--- src/rtl/mps_pkg.sv ---
package mps_pkg;

  localparam int NUM_PASSES = 7;

  typedef struct packed {
    logic load;   // capture configuration, clear result
    logic fire;   // an access was acknowledged this cycle
    logic step;   // advance word / phase / pass / window
    logic grab;   // record a mismatch
    logic win;    // mark the test as passed
  } mtStrobe_t;

  function automatic logic [31:0] passValue(input logic [2:0] passSel,
                                            input logic [31:0] idx);
    case (passSel)
      3'd0:    passValue = 32'h0000_0000;
      3'd1:    passValue = 32'hFFFF_FFFF;
      3'd2:    passValue = 32'h5555_5555;
      3'd3:    passValue = 32'hAAAA_AAAA;
      3'd4:    passValue = 32'd1 << idx[4:0];
      3'd5:    passValue = idx;
      3'd6:    passValue = ~idx;
      default: passValue = 32'h0000_0000;
    endcase
  endfunction

endpackage

--- src/rtl/mps_ctrl.sv ---
module mps_ctrl
  import mps_pkg::*;
(
  input  logic       clk,
  input  logic       rstN,
  input  logic       start,
  input  logic       memAck,
  input  logic       empty,
  input  logic       finalAcc,
  input  logic       readPhase,
  input  logic       mismatch,
  output mtStrobe_t  strobe,
  output logic       memReq,
  output logic       done
);

  typedef enum logic [1:0] {S_IDLE, S_CHECK, S_ACCESS, S_FIN} state_t;
  state_t state, stateNext;

  always_ff @(posedge clk) begin
    if (!rstN) state <= S_IDLE;
    else       state <= stateNext;
  end

  always_comb begin
    stateNext = state;
    strobe    = '0;
    case (state)
      S_IDLE: begin
        if (start) begin
          strobe.load = 1'b1;
          stateNext   = S_CHECK;
        end
      end
      S_CHECK: stateNext = empty ? S_FIN : S_ACCESS;
      S_ACCESS: begin
        if (memAck) begin
          strobe.fire = 1'b1;
          if (readPhase && mismatch) begin
            strobe.grab = 1'b1;
            stateNext   = S_FIN;
          end else if (finalAcc) begin
            strobe.win = 1'b1;
            stateNext  = S_FIN;
          end else begin
            strobe.step = 1'b1;
          end
        end
      end
      default: stateNext = S_IDLE;
    endcase
  end

  assign memReq = (state == S_ACCESS);
  assign done   = (state == S_FIN);

endmodule

--- src/rtl/mps_datapath.sv ---
module mps_datapath
  import mps_pkg::*;
#(
  parameter int ADDR_W      = 32,
  parameter int BLOCK_SHIFT = 20,
  parameter int CAP_BLOCKS  = 256,
  parameter int WIN_SHIFT   = 11,
  parameter int KICK_SHIFT  = 10
) (
  input  logic              clk,
  input  logic              rstN,
  input  logic              sparse,
  input  logic [ADDR_W-1:0] memSize,
  input  mtStrobe_t         strobe,
  input  logic [31:0]       memRdata,
  output logic [ADDR_W-1:0] memAddr,
  output logic              memWe,
  output logic [31:0]       memWdata,
  output logic              ok,
  output logic [ADDR_W-1:0] failAddr,
  output logic [31:0]       failExp,
  output logic [31:0]       failGot,
  output logic              kick,
  output logic              empty,
  output logic              finalAcc,
  output logic              readPhase,
  output logic              mismatch
);

  localparam logic [ADDR_W:0]   BLOCK_BYTES = (ADDR_W+1)'(1) << BLOCK_SHIFT;
  localparam logic [ADDR_W:0]   CAP_BYTES   = (ADDR_W+1)'(CAP_BLOCKS) << BLOCK_SHIFT;
  localparam logic [ADDR_W-1:0] WIN_BYTES   = ADDR_W'(1) << WIN_SHIFT;
  localparam logic [ADDR_W-1:0] WIN_WORDS   = ADDR_W'(1) << (WIN_SHIFT - 2);
  localparam logic [ADDR_W-1:0] EDGE_OFS    = ADDR_W'(BLOCK_BYTES) - WIN_BYTES;

  logic              sparseQ;
  logic [ADDR_W-1:0] winCount, winWords, winIdx, wordIdx;
  logic [2:0]        passSel;
  logic [ADDR_W:0]   sizeExt, capped, tested, blocks;
  logic [ADDR_W-1:0] loadCount, loadWords, winBase;
  logic [31:0]       expVal;
  logic              lastWord, lastPass, lastWin;

  // Region sizing, evaluated from the inputs at load time
  always_comb begin
    sizeExt   = {1'b0, memSize};
    capped    = (sizeExt > CAP_BYTES) ? CAP_BYTES : sizeExt;
    tested    = (capped >= BLOCK_BYTES) ? (capped - BLOCK_BYTES) : '0;
    blocks    = tested >> BLOCK_SHIFT;
    loadWords = sparse ? WIN_WORDS : ADDR_W'(tested >> 2);
    loadCount = sparse ? ADDR_W'(blocks << 1)
                       : ((tested >> 2) != '0 ? ADDR_W'(1) : '0);
  end

  assign winBase  = sparseQ ? (((winIdx >> 1) << BLOCK_SHIFT) + (winIdx[0] ? EDGE_OFS : '0))
                            : '0;
  assign memAddr  = winBase + (wordIdx << 2);
  assign memWe    = !readPhase;
  assign expVal   = passValue(passSel, 32'(wordIdx));
  assign memWdata = expVal;
  assign mismatch = (memRdata != expVal);

  assign lastWord = (wordIdx == winWords - 1'b1);
  assign lastPass = (passSel == 3'(NUM_PASSES - 1));
  assign lastWin  = (winIdx == winCount - 1'b1);
  assign finalAcc = lastWord && readPhase && lastPass && lastWin;
  assign empty    = (winCount == '0);

  always_ff @(posedge clk) begin
    if (!rstN) begin
      sparseQ   <= 1'b0;
      winCount  <= '0;
      winWords  <= '0;
      winIdx    <= '0;
      wordIdx   <= '0;
      passSel   <= '0;
      readPhase <= 1'b0;
      ok        <= 1'b0;
      failAddr  <= '0;
      failExp   <= '0;
      failGot   <= '0;
      kick      <= 1'b0;
    end else begin
      kick <= strobe.fire && (wordIdx[KICK_SHIFT-1:0] == '0);
      if (strobe.load) begin
        sparseQ   <= sparse;
        winCount  <= loadCount;
        winWords  <= loadWords;
        winIdx    <= '0;
        wordIdx   <= '0;
        passSel   <= '0;
        readPhase <= 1'b0;
        ok        <= (loadCount == '0);
        failAddr  <= '0;
        failExp   <= '0;
        failGot   <= '0;
      end
      if (strobe.step) begin
        if (lastWord) begin
          wordIdx <= '0;
          if (!readPhase) begin
            readPhase <= 1'b1;
          end else begin
            readPhase <= 1'b0;
            if (lastPass) begin
              passSel <= '0;
              winIdx  <= winIdx + 1'b1;
            end else begin
              passSel <= passSel + 1'b1;
            end
          end
        end else begin
          wordIdx <= wordIdx + 1'b1;
        end
      end
      if (strobe.grab) begin
        failAddr <= memAddr;
        failExp  <= expVal;
        failGot  <= memRdata;
      end
      if (strobe.win) ok <= 1'b1;
    end
  end

endmodule

--- src/rtl/mem_pattern_seq.sv ---
module mem_pattern_seq
  import mps_pkg::*;
#(
  parameter int ADDR_W      = 32,
  parameter int BLOCK_SHIFT = 20,
  parameter int CAP_BLOCKS  = 256,
  parameter int WIN_SHIFT   = 11,
  parameter int KICK_SHIFT  = 10
) (
  input  logic              clk,
  input  logic              rstN,
  input  logic              start,
  input  logic              sparse,
  input  logic [ADDR_W-1:0] memSize,
  output logic              memReq,
  output logic              memWe,
  output logic [ADDR_W-1:0] memAddr,
  output logic [31:0]       memWdata,
  input  logic              memAck,
  input  logic [31:0]       memRdata,
  output logic              done,
  output logic              ok,
  output logic [ADDR_W-1:0] failAddr,
  output logic [31:0]       failExp,
  output logic [31:0]       failGot,
  output logic              kick
);

  mtStrobe_t strobe;
  logic empty, finalAcc, readPhase, mismatch;

  mps_ctrl u_ctrl (
    .clk(clk), .rstN(rstN), .start(start), .memAck(memAck),
    .empty(empty), .finalAcc(finalAcc), .readPhase(readPhase),
    .mismatch(mismatch), .strobe(strobe), .memReq(memReq), .done(done)
  );

  mps_datapath #(
    .ADDR_W(ADDR_W), .BLOCK_SHIFT(BLOCK_SHIFT), .CAP_BLOCKS(CAP_BLOCKS),
    .WIN_SHIFT(WIN_SHIFT), .KICK_SHIFT(KICK_SHIFT)
  ) u_dp (
    .clk(clk), .rstN(rstN), .sparse(sparse), .memSize(memSize),
    .strobe(strobe), .memRdata(memRdata), .memAddr(memAddr), .memWe(memWe),
    .memWdata(memWdata), .ok(ok), .failAddr(failAddr), .failExp(failExp),
    .failGot(failGot), .kick(kick), .empty(empty), .finalAcc(finalAcc),
    .readPhase(readPhase), .mismatch(mismatch)
  );

endmodule

--- config.mk ---
export PLATFORM = sky130hd
export DESIGN_NAME = mem_pattern_seq
export DESIGN_NICKNAME = d
export VERILOG_FILES = /design/src/rtl/mps_pkg.sv /design/src/rtl/mps_ctrl.sv /design/src/rtl/mps_datapath.sv /design/src/rtl/mem_pattern_seq.sv
export SDC_FILE = /design/constraint.sdc
export NUM_CORES = 1
export LEC_CHECK = 0
export ABC_AREA = 1
export CORE_MARGIN = 4
export CORE_UTILIZATION = 39
export DETAILED_ROUTE_END_ITERATION = 16
export DONT_BUFFER_PORTS = 1
export SYNTH_ARGS = -nofsm -noshare
export SYNTH_HDL_FRONTEND = slang
export SYNTH_SLANG_ARGS = --single-unit
--- constraint.sdc ---
create_clock -name clk -period 6.7 [get_ports clk]
set_input_delay 0.335 -clock clk [delete_from_list [all_inputs] [get_ports clk]]
set_output_delay 0.335 -clock clk [all_outputs]
set_load 0.05 [all_outputs]
# Word-level counts from Yosys, hierarchy flattened

Index checks and enable logic that the tools add are counted.

Add/subtract/negate cells: 8
Multiply operators: 0
Divide/modulo/power cells: 0
Order comparisons: 2
Equal/unequal tests: 15
Shifts and indexed selects: 1
Multiplexer cells: 45
Bitwise logic cells: 1
Reductions and logical operators: 15

Operators with widths:

| operator                 | number |
|---|---|
| $mux W32                 | 14 |
| $pmux W32 S6             | 1 |
| $add A32 B1 Y32 const B  | 2 |
| $add A32 B32 Y32         | 2 |
| $eq A32 B32 Y1           | 2 |
| $logic_not A32 Y1        | 2 |
| $sub A32 B1 Y32 const B  | 2 |
| $ge A33 B21 Y1 const B   | 1 |
| $mux W33                 | 1 |
| $reduce_bool A33 Y1      | 1 |
| $sub A33 B21 Y33 const B | 1 |
| $gt A32 B29 Y1 const B   | 1 |
| $ne A32 B32 Y1           | 1 |
| $not A32 Y32             | 1 |
| $shl A1 B5 Y32 const A   | 1 |
| $mux W31                 | 1 |
| $mux W20                 | 1 |
| $mux W1                  | 15 |
| $mux W3                  | 5 |
| $logic_not A10 Y1        | 1 |
| $eq A3 B3 Y1 const B     | 3 |
| $mux W2                  | 4 |
| $mux W4                  | 2 |
| $eq A3 B2 Y1 const B     | 2 |
| 13 further kinds         | 20 |

Register bits: 233
Latch bits: 0
Bits in writable memories: 0
ROM bits: 0
Output and inout bits: 165
Memories kept: 0

# Logic depth before layout (Yosys ltp)

Word-level depth: 10
Gate-level depth with buffers: 26
Gate-level depth less buffers: 26

# Cells and area by module

A second synthesis with hierarchy kept.

Cells, all modules: 2615
Area total of the unflattened synthesis: 15894.0 um^2

Modules (own cells, without submodules):

| module       | instances | cells an instance | area an instance (um^2) | sequential area each (um^2) |
|---|---|---|---|---|
| mps_datapath | 1         | 2575              | 15660.0                 | 4204.0 |
| mps_ctrl     | 1         | 40                | 234.0                   | 40.0 |

# Worst setup path after synthesis

OpenSTA, ideal clock, no wires.

Kind: register to output
Start: register u_dp.winIdx[0]
End: output memAddr[29]
Arrival: 3033 ps
Path slack: 3332 ps
Stages on the path, launching flop included: 12
Cells stage by stage: dfxtp_1 > nand2_1 > inv_1 > ha_1 > inv_1 > fa_1 > o21ai_0 > a21oi_1 > o21bai_1 > nand3_1 > nand2_1 > xor2_1

Longest elaborated chain between the ends: 4

RTL lines:

| what                   | RTL line              | RTL |
|---|---|---|
| start, declared        | mps_datapath.sv:37    | `logic [ADDR_W-1:0] winCount, winWords, winIdx, wordIdx;` |
| start signal, assigned | mps_datapath.sv:107   | `winIdx <= winIdx + 1'b1;` |
| $mux W20               | mps_datapath.sv:55    | `assign winBase = sparseQ ? (((winIdx >> 1) << BLOCK_SHIFT) + (winIdx[0] ? EDGE_OFS : '0))` |
| $add A32 B32 Y32       | mps_datapath.sv:55    |  |
| $mux W32               | mps_datapath.sv:55    |  |
| $add A32 B32 Y32       | mps_datapath.sv:57    | `assign memAddr = winBase + (wordIdx << 2);` |
| end, declared          | mem_pattern_seq.sv:17 | `output logic [ADDR_W-1:0] memAddr,` |

No other way between the ends.

# Final worst setup path

Start: register u_dp.sparseQ
End: output memAddr[29]

Longest elaborated chain between the ends: 2

RTL lines:

| what                   | RTL line           | RTL |
|---|---|---|
| start, declared        | mps_datapath.sv:36 | `logic sparseQ;` |
| start signal, assigned | mps_datapath.sv:86 | `sparseQ <= sparse;` |
| $mux W32               | mps_datapath.sv:55 |  |
| $add A32 B32 Y32       | mps_datapath.sv:57 |  |

No other way between the ends.

==> impl_results.md <==
* Status: finished clean
* Clock Path Buffers at 3
* Synth Warn # at 0
* Worst Reg-to-Reg Cells at 20
* Gate Count Post-Synth at 2573
* Placement Rows at 72
* Layout Skew at 21.4 ps
* Sequential share of the synthesized area at 0.274
* Reg2Reg Launch Point: u_dp.wordIdx[0]
* Post-route ant nets at 0
* Worst relative slew slack at 0.200
* Clk pwr share at 0.383
* Avg Cell Area, Syn at 6.02 µm²
* Crit. Startpoint: u_dp.sparseQ
* Peak Freq at 0.203 GHz
* DR pass1 iterations at 6
* Area Overhead vs Synth at 9.48%
* Nature of the critical path endpoint: output pin
* Final worst-path cycle share at 0.735
* Synthesized area at 0.0155 mm²
* DP HPWL at 42.8 mm
* Worst Setup Path Type: reg2out
* Filler cell count at 4203
* Async set-or-reset flop fraction in the synthesized netlist at 0
* Net Sw Power at 1500 µW
* Final setup TNS at 0 ps
* Pre-CTS WS at 2020 ps
* CTS tree: built
* Min Clock Period, post-route at 4920 ps
* Max_cap viols at 0
* TritonCTS Buffers at 26
* Final worst slack at 1780 ps
* Vias/cell at 5.47
* Slew @ Worst Pin at 1200 ps
* Arr. time, crit path at 4590 ps
* Setup-failing EPs final at 0
* Synth unique cells at 51
* P_int at 2590 µW
* RSZ-0062 raised after global routing: false
* Post-synth EDFFs at 0
* Max FO, Critical Path at 14
* DP Cell Count at 2982
* Port bufs at 0
* GPL Wtd Cong at 1.02
* Via count of the routed design at 16.8k
* Multi-input gate area at 0.00958 mm²
* PwrDens at 242 mW/mm²
* Comb pwr share at 0.284
* Ports at 234
* LEAKAGE at 0.00741 µW
* DRC at 0
* Grt total ovfl at 0
* Count of state elements after synthesis at 212
* HP Class: in2reg
* Post-cts resize count at 0
* Layout cell share with drive strength beyond 1 at 0.0440
* Hold Crit Start: memSize[8]
* Post-DR wirelength/cell at 18.6 µm
* First-pass GRT wire length at 88.9 mm
* WHS Path Cells at 4
* Clock Latency Late Sink at 570 ps
* Post-CTS setup buffers at 0
* Startpoint Class: flip-flop
* Most frequent cells in the layout: nand2_1, nor2_1, inv_1
* Final hold slack at 39.4 ps
* Seq pwr share at 0.333
* Dominant synthesized flop cell: dfxtp_1
* Vias in the first global route at 15.4k
* Overall routed net length at 56.9 mm
* Die area at 0.0429 mm²
* Die W at 207 µm
* GRT Util Overall at 0.251
* Final #Nets at 2635
* Clk pin slew, worst setup/hold paths at 60 ps
* Hold Fails Final Rpt at 0
* Post-Layout Cell Count at 3063
* VDD IR max at 0.000183 V
* DIE HEIGHT at 207 µm
* ANT cells at 0
* Reg area at 0.00424 mm²
* Root Driver: clkbuf_16
* Initial antenna violation count at 0
* Sink Count at 212
* Core box area at 0.0389 mm²
* Cts hold-fix bufs at 35
* Initial Util at 0.398
* Sw frac at 0.366
* Most common cell after layout, fill and taps aside: nand2_1
* Largest net degree at the start of global routing at 110
* Req. time, crit path at 6360 ps
* DRT iter0 DRCs at 1899
* H-tree Lvls at 1
* Final Max Slew Viols at 0
## cell usage after synthesis (all sizes together) (8+ instances only)
| cell type | n | share of area |
|---|---|---|
| a21oi | 222 | 0.072 |
| buf | 61 | 0.026 |
| clkbuf | 72 | 0.018 |
| dfxtp | 212 | 0.27 |
| ha | 38 | 0.031 |
| inv | 262 | 0.064 |
| nand2 | 780 | 0.19 |
| nand3 | 227 | 0.078 |
| nand3b | 16 | 0.0078 |
| nand4 | 59 | 0.024 |
| nor2 | 277 | 0.070 |
| nor3 | 49 | 0.017 |
| nor4 | 13 | 0.0053 |
| o21ai | 118 | 0.039 |
| o22ai | 11 | 0.0044 |
| or2 | 8 | 0.0032 |
| xnor2 | 31 | 0.018 |
| xor2 | 65 | 0.037 |
## critical path: stages (launching register included)
cell and delay, ps:
dfxtp_1 580, nand2_1 250, inv_1 300, ha_1 240, inv_1 60, fa_1 400, o21ai_0 610, a21oi_1 270
o21bai_1 280, nand3_1 100, nand2_1 80, xor2_1 850
## power by group through the flow
stage,clock network (µW),registers [µW],logic (µW)
floorplan,0,1360,899
global placement,0,1390,1110
detailed placement,0,1390,1120
CTS,1600,1360,1150
global route,1650,1370,1310
finish,1570,1360,1160
## cells by family (layout without fill, tap and decap cells)
family,count (synthesis),after routing,synth area share
compound gates,386,386,0.132
xor+xnor,96,96,0.0543
fa+ha+maj,39,39,0.0320
buf+inv,400,369,0.108
flops,212,212,0.274
mux,3,3,0.00202
other cells,1,4,0.000242
simple gates,1436,1436,0.397
## layout make-up
| class | count | area share |
|---|---|---|
| multi-input cells | 1964 | 0.565 |
| clock buffers | 34 | 0.0437 |
| clock inverters | 12 | 0.0123 |
| well taps | 518 | 0.0382 |
| flip-flops and latches | 212 | 0.250 |
| repair buffers | 56 | 0.0306 |
| inverters | 267 | 0.0594 |
## per-layer routing
metal | global-route usage | wire [µm] | part of all wire | vias to the layer above
li1 | - | - | - | 8223
met3 | 0.0502 | 4530 | 0.080 | 127
met2 | 0.414 | 26200 | 0.46 | 632
met4 | 0.0798 | 1820 | 0.032 | 2
met1 | 0.332 | 24300 | 0.43 | 7768
met5 | 0.0100 | 57 | 0.0010 | -
## sequential cells by signal (all words and copies together), names as in the netlist
| register | count |
|---|---|
| u_ctrl.state | 2 |
| u_dp.failAddr | 30 |
| u_dp.failExp | 32 |
| u_dp.failGot | 32 |
| u_dp.kick | 1 |
| u_dp.ok | 1 |
| u_dp.passSel | 3 |
| u_dp.readPhase | 1 |
| u_dp.sparseQ | 1 |
| u_dp.winCount | 14 |
| u_dp.winIdx | 32 |
| u_dp.winWords | 31 |
| u_dp.wordIdx | 32 |
## metrics by stage
stage,power (µW),cell area [µm²],utilization
after floorplan,2260,15500,-
after global placement,2500,15600,0.402
after detailed placement,2510,15600,0.402
after CTS,4120,16900,0.435
after global routing,4330,16900,0.435
final,4100,16900,0.435
## worst paths after layout
kind | to | slack [ps]
min | u_dp.winWords[6] | 40
min reg2reg | u_dp.winCount[10] | 510
max reg2reg | u_dp.winIdx[2] | 1910
max | memAddr[29] | 1780
Note: power is estimated with default switching activity, not from simulation.
